File: src/rtl/chcfg_pkg.sv
package chcfg_pkg;
    localparam int ADDR_W   = 10;
    localparam int DATA_W   = 8;
    localparam int NUM_REGS = 6;

    localparam logic [ADDR_W-1:0] A_CTRL  = 10'h000;
    localparam logic [ADDR_W-1:0] A_ID    = 10'h001;
    localparam logic [ADDR_W-1:0] A_GRADE = 10'h002;
    localparam logic [ADDR_W-1:0] A_INDEX = 10'h005;

    localparam int RST_BIT_HI = 5;
    localparam int RST_BIT_LO = 2;

    typedef struct packed {
        logic [ADDR_W-1:0] addr;
        logic [DATA_W-1:0] mask;
        logic [DATA_W-1:0] dflt;
        logic              per_ch;
    } reg_desc_t;

    // Slot table for the function registers; slot order sets cfg_q layout.
    function automatic reg_desc_t reg_desc(input int idx);
        reg_desc_t d;
        case (idx)
            0:       d = '{10'h008, 8'h03, 8'h00, 1'b0};
            1:       d = '{10'h00D, 8'h3F, 8'h00, 1'b1};
            2:       d = '{10'h014, 8'h07, 8'h01, 1'b1};
            3:       d = '{10'h016, 8'h0F, 8'h03, 1'b1};
            4:       d = '{10'h021, 8'hFF, 8'h30, 1'b0};
            5:       d = '{10'h109, 8'h7F, 8'h00, 1'b0};
            default: d = '0;
        endcase
        return d;
    endfunction
endpackage

File: src/rtl/chcfg_decode.sv
module chcfg_decode
    import chcfg_pkg::*;
(
    input  logic [ADDR_W-1:0]   addr,
    output logic [NUM_REGS-1:0] hit_map,
    output logic                hit_ctrl,
    output logic                hit_id,
    output logic                hit_grade,
    output logic                hit_index,
    output logic                hit_none
);
    always_comb begin
        for (int g = 0; g < NUM_REGS; g++) begin
            hit_map[g] = (addr == reg_desc(g).addr);
        end
        hit_ctrl  = (addr == A_CTRL);
        hit_id    = (addr == A_ID);
        hit_grade = (addr == A_GRADE);
        hit_index = (addr == A_INDEX);
        hit_none  = !(|hit_map) && !hit_ctrl && !hit_id && !hit_grade && !hit_index;
    end

    // an address matches at most one register
    always_comb begin
        p_single_hit_r8: assert ($onehot0({hit_map, hit_ctrl, hit_id, hit_grade, hit_index}));
    end
endmodule

File: src/rtl/chcfg_pick.sv
module chcfg_pick #(
    parameter int NUM_CH = 6,
    localparam int CH_W  = (NUM_CH > 1) ? $clog2(NUM_CH) : 1
) (
    input  logic [NUM_CH-1:0] sel,
    output logic [CH_W-1:0]   first
);
    always_comb begin
        first = '0;
        for (int i = NUM_CH - 1; i >= 0; i--) begin
            if (sel[i]) first = CH_W'(i);
        end
    end

    // the chosen channel is selected and no lower one is
    always_comb begin
        if (sel != '0) begin
            p_first_set_r3: assert (sel[first]);
            p_first_lowest_r3: assert ((sel & ((NUM_CH'(1) << first) - NUM_CH'(1))) == '0);
        end
    end
endmodule

File: src/rtl/chcfg_reg_copy.sv
module chcfg_reg_copy
    import chcfg_pkg::*;
#(
    parameter int                COPIES = 1,
    parameter logic [DATA_W-1:0] MASK   = '1,
    parameter logic [DATA_W-1:0] DFLT   = '0
) (
    input  logic                           clk,
    input  logic                           rst_n,
    input  logic                           load_def,
    input  logic [DATA_W-1:0]              wdata,
    input  logic [COPIES-1:0]              we,
    output logic [COPIES-1:0][DATA_W-1:0]  q
);
    localparam logic [DATA_W-1:0] RST_VAL = DFLT & MASK;

    typedef struct packed {
        logic [COPIES-1:0][DATA_W-1:0] val;
    } copy_st_t;

    copy_st_t s_d, s_q;

    always_comb begin
        s_d = s_q;
        for (int c = 0; c < COPIES; c++) begin
            if (load_def) begin
                s_d.val[c] = RST_VAL;
            end else if (we[c]) begin
                s_d.val[c] = wdata & MASK;
            end
        end
    end

    always_ff @(posedge clk or negedge rst_n) begin
        if (!rst_n) begin
            s_q.val <= {COPIES{RST_VAL}};
        end else begin
            s_q <= s_d;
        end
    end

    assign q = s_q.val;

    for (genvar c = 0; c < COPIES; c++) begin : g_chk
        // a copy without a write or reload keeps its value
        p_unsel_hold_r2: assert property (@(posedge clk) disable iff (!rst_n)
            (!we[c] && !load_def) |=> $stable(q[c]));
        // reload restores the default
        p_default_load_r5: assert property (@(posedge clk) disable iff (!rst_n)
            load_def |=> (q[c] == RST_VAL));
    end
endmodule

File: src/rtl/chcfg_regfile.sv
module chcfg_regfile
    import chcfg_pkg::*;
#(
    parameter int                NUM_CH   = 6,
    parameter logic [DATA_W-1:0] CHIP_ID  = 8'h5C,
    parameter logic [DATA_W-1:0] GRADE_ID = 8'h03
) (
    input  logic                              clk,
    input  logic                              rst_n,
    input  logic [ADDR_W-1:0]                 addr,
    input  logic [DATA_W-1:0]                 wdata,
    input  logic                              wr_en,
    input  logic                              rd_en,
    output logic [DATA_W-1:0]                 rdata,
    output logic [NUM_REGS*NUM_CH*DATA_W-1:0] cfg_q
);
    localparam int CH_W = (NUM_CH > 1) ? $clog2(NUM_CH) : 1;
    localparam logic [DATA_W-1:0] IDX_MASK = DATA_W'((1 << NUM_CH) - 1);

    logic [NUM_REGS-1:0] hit_map;
    logic                hit_ctrl, hit_id, hit_grade, hit_index, hit_none;
    logic                soft_rst;
    logic [0:0][DATA_W-1:0] idx_raw;
    logic [NUM_CH-1:0]   idx_sel;
    logic [CH_W-1:0]     first_ch;
    logic [NUM_REGS-1:0][NUM_CH-1:0][DATA_W-1:0] all_q;

    chcfg_decode u_decode (
        .addr      (addr),
        .hit_map   (hit_map),
        .hit_ctrl  (hit_ctrl),
        .hit_id    (hit_id),
        .hit_grade (hit_grade),
        .hit_index (hit_index),
        .hit_none  (hit_none)
    );

    assign soft_rst = wr_en && hit_ctrl && wdata[RST_BIT_HI] && wdata[RST_BIT_LO];

    chcfg_reg_copy #(
        .COPIES (1),
        .MASK   (IDX_MASK),
        .DFLT   (IDX_MASK)
    ) u_index (
        .clk      (clk),
        .rst_n    (rst_n),
        .load_def (soft_rst),
        .wdata    (wdata),
        .we       (wr_en && hit_index),
        .q        (idx_raw)
    );

    assign idx_sel = idx_raw[0][NUM_CH-1:0];

    chcfg_pick #(.NUM_CH(NUM_CH)) u_pick (
        .sel   (idx_sel),
        .first (first_ch)
    );

    for (genvar g = 0; g < NUM_REGS; g++) begin : g_reg
        localparam reg_desc_t D = reg_desc(g);
        if (D.per_ch) begin : g_local
            logic [NUM_CH-1:0] we_c;
            assign we_c = {NUM_CH{wr_en && hit_map[g]}} & idx_sel;

            chcfg_reg_copy #(
                .COPIES (NUM_CH),
                .MASK   (D.mask),
                .DFLT   (D.dflt)
            ) u_copy (
                .clk      (clk),
                .rst_n    (rst_n),
                .load_def (soft_rst),
                .wdata    (wdata),
                .we       (we_c),
                .q        (all_q[g])
            );

            for (genvar c = 0; c < NUM_CH; c++) begin : g_chk
                // each selected channel takes the masked write
                p_local_write_r2: assert property (@(posedge clk) disable iff (!rst_n)
                    (wr_en && hit_map[g] && idx_sel[c]) |=>
                    (all_q[g][c] == ($past(wdata) & D.mask)));
            end
        end else begin : g_global
            logic [0:0][DATA_W-1:0] gq;

            chcfg_reg_copy #(
                .COPIES (1),
                .MASK   (D.mask),
                .DFLT   (D.dflt)
            ) u_copy (
                .clk      (clk),
                .rst_n    (rst_n),
                .load_def (soft_rst),
                .wdata    (wdata),
                .we       (wr_en && hit_map[g]),
                .q        (gq)
            );

            for (genvar c = 0; c < NUM_CH; c++) begin : g_fan
                assign all_q[g][c] = gq[0];
            end

            // a global write lands whatever the index holds
            p_global_write_r4: assert property (@(posedge clk) disable iff (!rst_n)
                (wr_en && hit_map[g]) |=> (gq[0] == ($past(wdata) & D.mask)));
        end
    end

    assign cfg_q = all_q;

    typedef struct packed {
        logic [DATA_W-1:0] rdata;
    } rd_st_t;

    rd_st_t r_d, r_q;

    always_comb begin
        r_d = r_q;
        if (rd_en) begin
            r_d.rdata = '0;
            if (hit_id) begin
                r_d.rdata = CHIP_ID;
            end else if (hit_grade) begin
                r_d.rdata = GRADE_ID;
            end else if (hit_index) begin
                r_d.rdata = idx_raw[0];
            end
            for (int g = 0; g < NUM_REGS; g++) begin
                if (hit_map[g]) r_d.rdata = all_q[g][first_ch];
            end
        end
    end

    always_ff @(posedge clk or negedge rst_n) begin
        if (!rst_n) begin
            r_q <= '0;
        end else begin
            r_q <= r_d;
        end
    end

    assign rdata = r_q.rdata;

    // read data holds between reads
    p_rdata_hold_r9: assert property (@(posedge clk) disable iff (!rst_n)
        !rd_en |=> $stable(rdata));
    // the control byte reads zero
    p_ctrl_zero_r6: assert property (@(posedge clk) disable iff (!rst_n)
        (rd_en && hit_ctrl) |=> (rdata == '0));
    // unlisted addresses read zero
    p_unlisted_zero_r8: assert property (@(posedge clk) disable iff (!rst_n)
        (rd_en && hit_none) |=> (rdata == '0));
    // the device code reads back fixed
    p_id_fixed_r10: assert property (@(posedge clk) disable iff (!rst_n)
        (rd_en && hit_id) |=> (rdata == CHIP_ID));
endmodule

File: config.mk
export PLATFORM = sky130hd
export DESIGN_NAME = chcfg_regfile
export DESIGN_NICKNAME = d
export VERILOG_FILES = /design/src/rtl/chcfg_pkg.sv /design/src/rtl/chcfg_decode.sv /design/src/rtl/chcfg_pick.sv /design/src/rtl/chcfg_reg_copy.sv /design/src/rtl/chcfg_regfile.sv
export SDC_FILE = /design/constraint.sdc
export NUM_CORES = 1
export LEC_CHECK = 0
export BUFFER_PORTS_ARGS = -buffer_cell sky130_fd_sc_hd__buf_2
export CORE_UTILIZATION = 50
export DETAILED_ROUTE_END_ITERATION = 16
export PLACE_DENSITY = 0.82
export SETUP_SLACK_MARGIN = 0.2
export SYNTH_ARGS = -nofsm -noshare
export SYNTH_HDL_FRONTEND = slang
export SYNTH_HIERARCHICAL = 1
export SYNTH_SLANG_ARGS = --single-unit
File: constraint.sdc
create_clock -name clk -period 3.4 [get_ports clk]
set_input_delay 0.68 -clock clk [delete_from_list [all_inputs] [get_ports clk]]
set_output_delay 0.68 -clock clk [all_outputs]
set_load 0.05 [all_outputs]
# == Yosys cells after proc, flatten, opt, wreduce, memory -nomap -nowiden ==
# Cells that the tools add are included.
# op_classes
n_addsub,0
mul,0
n_div,0
magnitude_cmp,1
n_eq_ne,9
shifts,0
mux,71
n_bitwise,3
n_reduce_logical,33
# ops
cell,n
$mux W8,59
$bmux W8 S3,6
$reduce_bool A2 Y1,22
$eq A10 B4 Y1 const B,2
$eq A10 B5 Y1 const B,2
$and A6 B6 Y6,3
$mux W3,6
$eq A10 B1 Y1 const B,1
$eq A10 B2 Y1 const B,1
$eq A10 B3 Y1 const B,1
$eq A10 B6 Y1 const B,1
$eq A10 B9 Y1 const B,1
$logic_and A1 B1 Y1,10
$logic_not A10 Y1,1
$lt A3 B4 Y1 const B,1
# word_totals
regBits,184
latch_bits,0
mem_bits_rw,0
romBits,0
elab_cells,140
n_memories,0

# == Longest topological paths before layout ==
# depth
ltp_word,14
mapped_depth,11

# == Modules after synthesis ==
# Netlist, hierarchy kept.
# modules_own_cells
mod,n_inst,cells_per_inst,area_each_um2,seq_area_each_um2
chcfg_regfile,1,381,3045.4,200.2
chcfg_reg_copy (g_reg[1].g_local.u_copy),1,131,1602.8,900.9
chcfg_reg_copy (g_reg[3].g_local.u_copy),1,99,1154.9,615.6
chcfg_reg_copy (g_reg[2].g_local.u_copy),1,87,958.4,457.9
chcfg_reg_copy (g_reg[4].g_global.u_copy),1,26,335.3,202.7
chcfg_reg_copy (g_reg[5].g_global.u_copy),1,24,294.0,175.2
chcfg_reg_copy (u_index),1,22,290.3,157.7
chcfg_decode,1,32,201.4,0.0
chcfg_reg_copy (g_reg[0].g_global.u_copy),1,13,126.4,50.0
chcfg_pick,1,8,50.0,0.0

# == Worst setup path before layout ==
# No wires, ideal clock.
# synth_timing
path_kind,input port to flip-flop
from,in addr[7]
to,reg r_q (netlist bit rdata[1])
arrival_ps,3138
t_required_ps,3314
setup_slack_ps,175
path_stages,7
n_path_buf,0
cell_sequence,or3_4 or4_4 nor4_1 a21boi_1 a221oi_1 or3_1 a32oi_1
# synth_lines
item,line_no,text
start: declaration,chcfg_regfile.sv:10,"input logic [ADDR_W-1:0] addr,"
$eq A10 B4 Y1,chcfg_decode.sv:14,hit_map[g] = (addr == reg_desc(g).addr);
named net hit_map[0],chcfg_regfile.sv:20,logic [NUM_REGS-1:0] hit_map;
$mux W8 (6 in a row),chcfg_regfile.sv:131,if (hit_map[g]) r_d.rdata = all_q[g][first_ch];
end signal: assignment,chcfg_regfile.sv:140,r_q <= r_d;
end: declaration,chcfg_regfile.sv:117,"rd_st_t r_d, r_q;"
# The timed path passes the listed nets, and every way through them passes these cells.
# A chain may end at the register's enable or synchronous reset.

# == Worst setup path in the final report ==
# layout_timing
from,in addr[7]
to,reg r_q (netlist bit rdata[3])
# layout_lines
item,line_no,text
$eq A10 B2 Y1,chcfg_decode.sv:18,hit_grade = (addr == A_GRADE);
named net hit_grade,chcfg_regfile.sv:21,"logic hit_ctrl, hit_id, hit_grade, hit_index, hit_none;"
$mux W8,chcfg_regfile.sv:125,end else if (hit_grade) begin
$mux W8,chcfg_regfile.sv:123,if (hit_id) begin
$mux W8 (6 in a row),chcfg_regfile.sv:131,
# The timed path passes the listed nets, and every way through them passes these cells.

==> reports/results.md <==
| Item | This run |
|:---|:---|
| Result of the run | complete, no violations |
| Drt first pass iters | 5 |
| Half-perimeter wire length of the detailed placement result | 17300 microns |
| Pin count of the biggest net entering global routing | 70 |
| Deepest level of the CTS H-tree | 3 |
| PD cells | 362 nW/um^2 |
| Logic depth of the worst setup path including buffers | 11 |
| Number of cells upsized or downsized after cts | 0 |
| Family with the most delay on the worst path | simple AND/OR/NAND/NOR gates |
| Clock latency reported for the late side of the worst-skew pair | 0.35 ns |
| Cell Int Power | 1980 uW |
| RD Place Congestion | 0.939 |
| Delay of the slowest cell on the worst path | 0.47 ns |
| I/O pin count | 318 |
| Sequential share of power | 44.0% |
| Number of buffers on the longest clock path | 2 |
| Wire length of the first global-routing pass | 33900 microns |
| Remaining Overflow, GRT | 0 |
| IR drop worst, VDD | 0.206 mV |
| WL/cell | 20.8 microns |
| CTS tree | done |
| Launching element type of the critical path | input port |
| Critical Path Sink Type | register |
| Number of clock buffers inserted by TritonCTS | 9 |
| Time the worst path needs with I/O delays and setup | 2.94 ns |
| Filler cells | 1390 |
| Period utilization | 86.3% |
| Post-route clock skew | 0.00799 ns |
| Worst hold-check path type | in2async |
| Total vias in the final route | 6243 |
| # Max-Cap Violations | 0 |
| Highest Clock Rate | 341 MHz |
| Full die area | 16500 sq um |
| Finished layout cell area | 8360 sq um |
| Number of failing setup endpoints in the final timing report | 0 |
| Switching share of total power | 34.4% |
| Min Hold Slack | 0.372 ns |
| Number of antenna violations at the first check in global routing | 0 |
| Mapped Cells | 816 |
| Number of sinks handled by clock tree synthesis | 109 |
| Total count of hold-check failures in the final report | 0 |
| Dpl cells | 1091 |
| Number of synthesis warnings | 6 |
| Initial Utilization | 52.0% |
| Width of the die | 129 microns |
| Type of the setup path with the least slack | in2reg |
| Rel. slew slack | 32.7% |
| Post-detailed-route via-to-cell ratio | 5.64 |
| Root Driver | clkbuf_16 |
| Setup repair after global routing missed its margin | false |
| Die Height | 129 microns |
| Required time at the endpoint of the critical path | 3.63 ns |
| Critical path cell sequence | buf_2 > or3_4 > or4_4 > or3_4 > nor2_1 > buf_4 > nor3b_1 > a22oi_1 > a21oi_1 > a221oi_1 > o31ai_1 |
| WP buf/inv | 2 |
| Clock-pin slew on the worst setup and hold paths | 0.07 ns |
| Site row count | 45 |
| Total global routing track utilization | 27.4% |
| Post-detailed-placement cell area | 8070 sq um |
| Post-synthesis cell area | 8020 sq um |
| Portion of total power attributed to combinational logic | 21.5% |
| Setup TNS | 0 ns |
| Leakage | 0.00445 uW |
| PortBufs | 209 |
| Post-Route WL | 23000 microns |
| Internal reg-to-reg setup slack | 0.48 ns |
| Post-layout power | 3020 uW |
| Number of cell instances on the worst register-to-register path | 8 |
| Final standard cell count with taps included and fillers excluded | 1107 |
| Layout Area Growth over Synthesis | 4.28% |
| Switch Pwr | 1040 uW |
| Post-layout nets | 913 |
| Antenna Nets Post-Route | 0 |
| CP max FO | 4 |
| Share of cells above drive strength 1 | 35.4% |
| Clock network fraction of total power | 34.5% |
| Most common cell on crit path | or3_4 |
| Highest-delay cell along the critical path | or4_4 |
| Antenna cells | 0 |
| Slew @ Worst Pin | 1.01 ns |
| Hold buffers post-CTS | 0 |
| Crit path arrival time | 3.16 ns |
| Number of global-route vias before repair | 5802 |
| Final number of max-transition violations | 0 |
| Detailed router's first-iteration violation count | 474 |
| Average instance area after synthesis | 9.82 sq um |
| Area of the core | 15400 sq um |
| Post-CTS setup buffer count | 0 |
| DRC violation count after routing | 0 |
[per-stage QoR]
step / setup slack (ns) / util, %
5_1_grt: 0.327 / 54.2
4_1_cts: 0.463 / 54.2
3_5_place_dp: 0.170 / 52.3
6_report: 0.465 / 54.2
2_1_floorplan: 0.307 / -
3_3_place_gp: 0.225 / 52.3
[per-layer routing]
layer | track usage [%] | part of all wire, % | vias to the layer above | wire (microns)
li1 | - | - | 2746 | -
met1 | 34.4 | 39 | 3080 | 9080
met2 | 45.3 | 48 | 360 | 11100
met3 | 5.78 | 8.6 | 57 | 1990
met4 | 12.4 | 3.7 | 0 | 847
met5 | 0 | 0 | - | 0
[final cells by class]
type                            count  area, sq um  area share (%)
Inverter                            6         22.5           0.269
Multi-Input combinational cell    532         3760            44.9
Timing Repair Buffer              233         1270            15.1
Clock inverter                      3         18.8           0.225
Tap cell                          211          264            3.16
Sequential cell                   109         2760            33.0
Clock buffer                       13          272            3.25
[registers in the layout (all words and copies together), names as in the netlist]
name,count
g.g_global.u_copy/q,17
rdata,8
g.g_local.u_copy/q,78
u_index/q,6
[layout by cell type, fill, tap and decap left out, drive strengths merged, types with 3 or more instances in the layout]
cell and count:
nand2b 9, a31oi 8, a21oi 12, a221oi 13, nor2 92, o221ai 5, o22ai 4, a211o 29
o211ai 3, o21ai 11, dfstp 26, nand2 28, clkinv 3, o31ai 3, mux2i 99, dfrtp 83
nand3 6, or3 3, inv 6, conb 75, mux2 22, buf 233, and2 6, clkbuf 13
nor2b 30, mux4 13, and3 18, a22oi 9, nor3 8, nor4b 3
[worst reg2reg max path, delay by kind of cell, from the launching register on]
family                 cells  cell delay (ns)
AOI/OAI and AO/OA          4             1.16
buffers and inverters      3             0.63
DFF                        1             0.64
muxes                      1             0.38
[power by group through the flow]
| stage | Sequential (uW) | Combinational [uW] | Clock (uW) |
|---|---|---|---|
| global placement | 1350 | 617 | 0 |
| CTS | 1330 | 620 | 1050 |
| detailed placement | 1350 | 619 | 0 |
| global route | 1330 | 678 | 1100 |
| floorplan | 1390 | 577 | 0 |
| finish | 1330 | 649 | 1040 |
[final timing paths]
path | startpoint | to
min | rst_n | g_reg[1].g_local.u_copy/q[44]
min reg2reg | rdata[7] | rdata[7]
max reg2reg | u_index/q[1] | rdata[2]
max | addr[7] | rdata[3]
min in group clk | rdata[7] | rdata[7]
max in group asynchronous | rst_n | g_reg[4].g_global.u_copy/q[4]
Power figures use the tool's default switching activity.
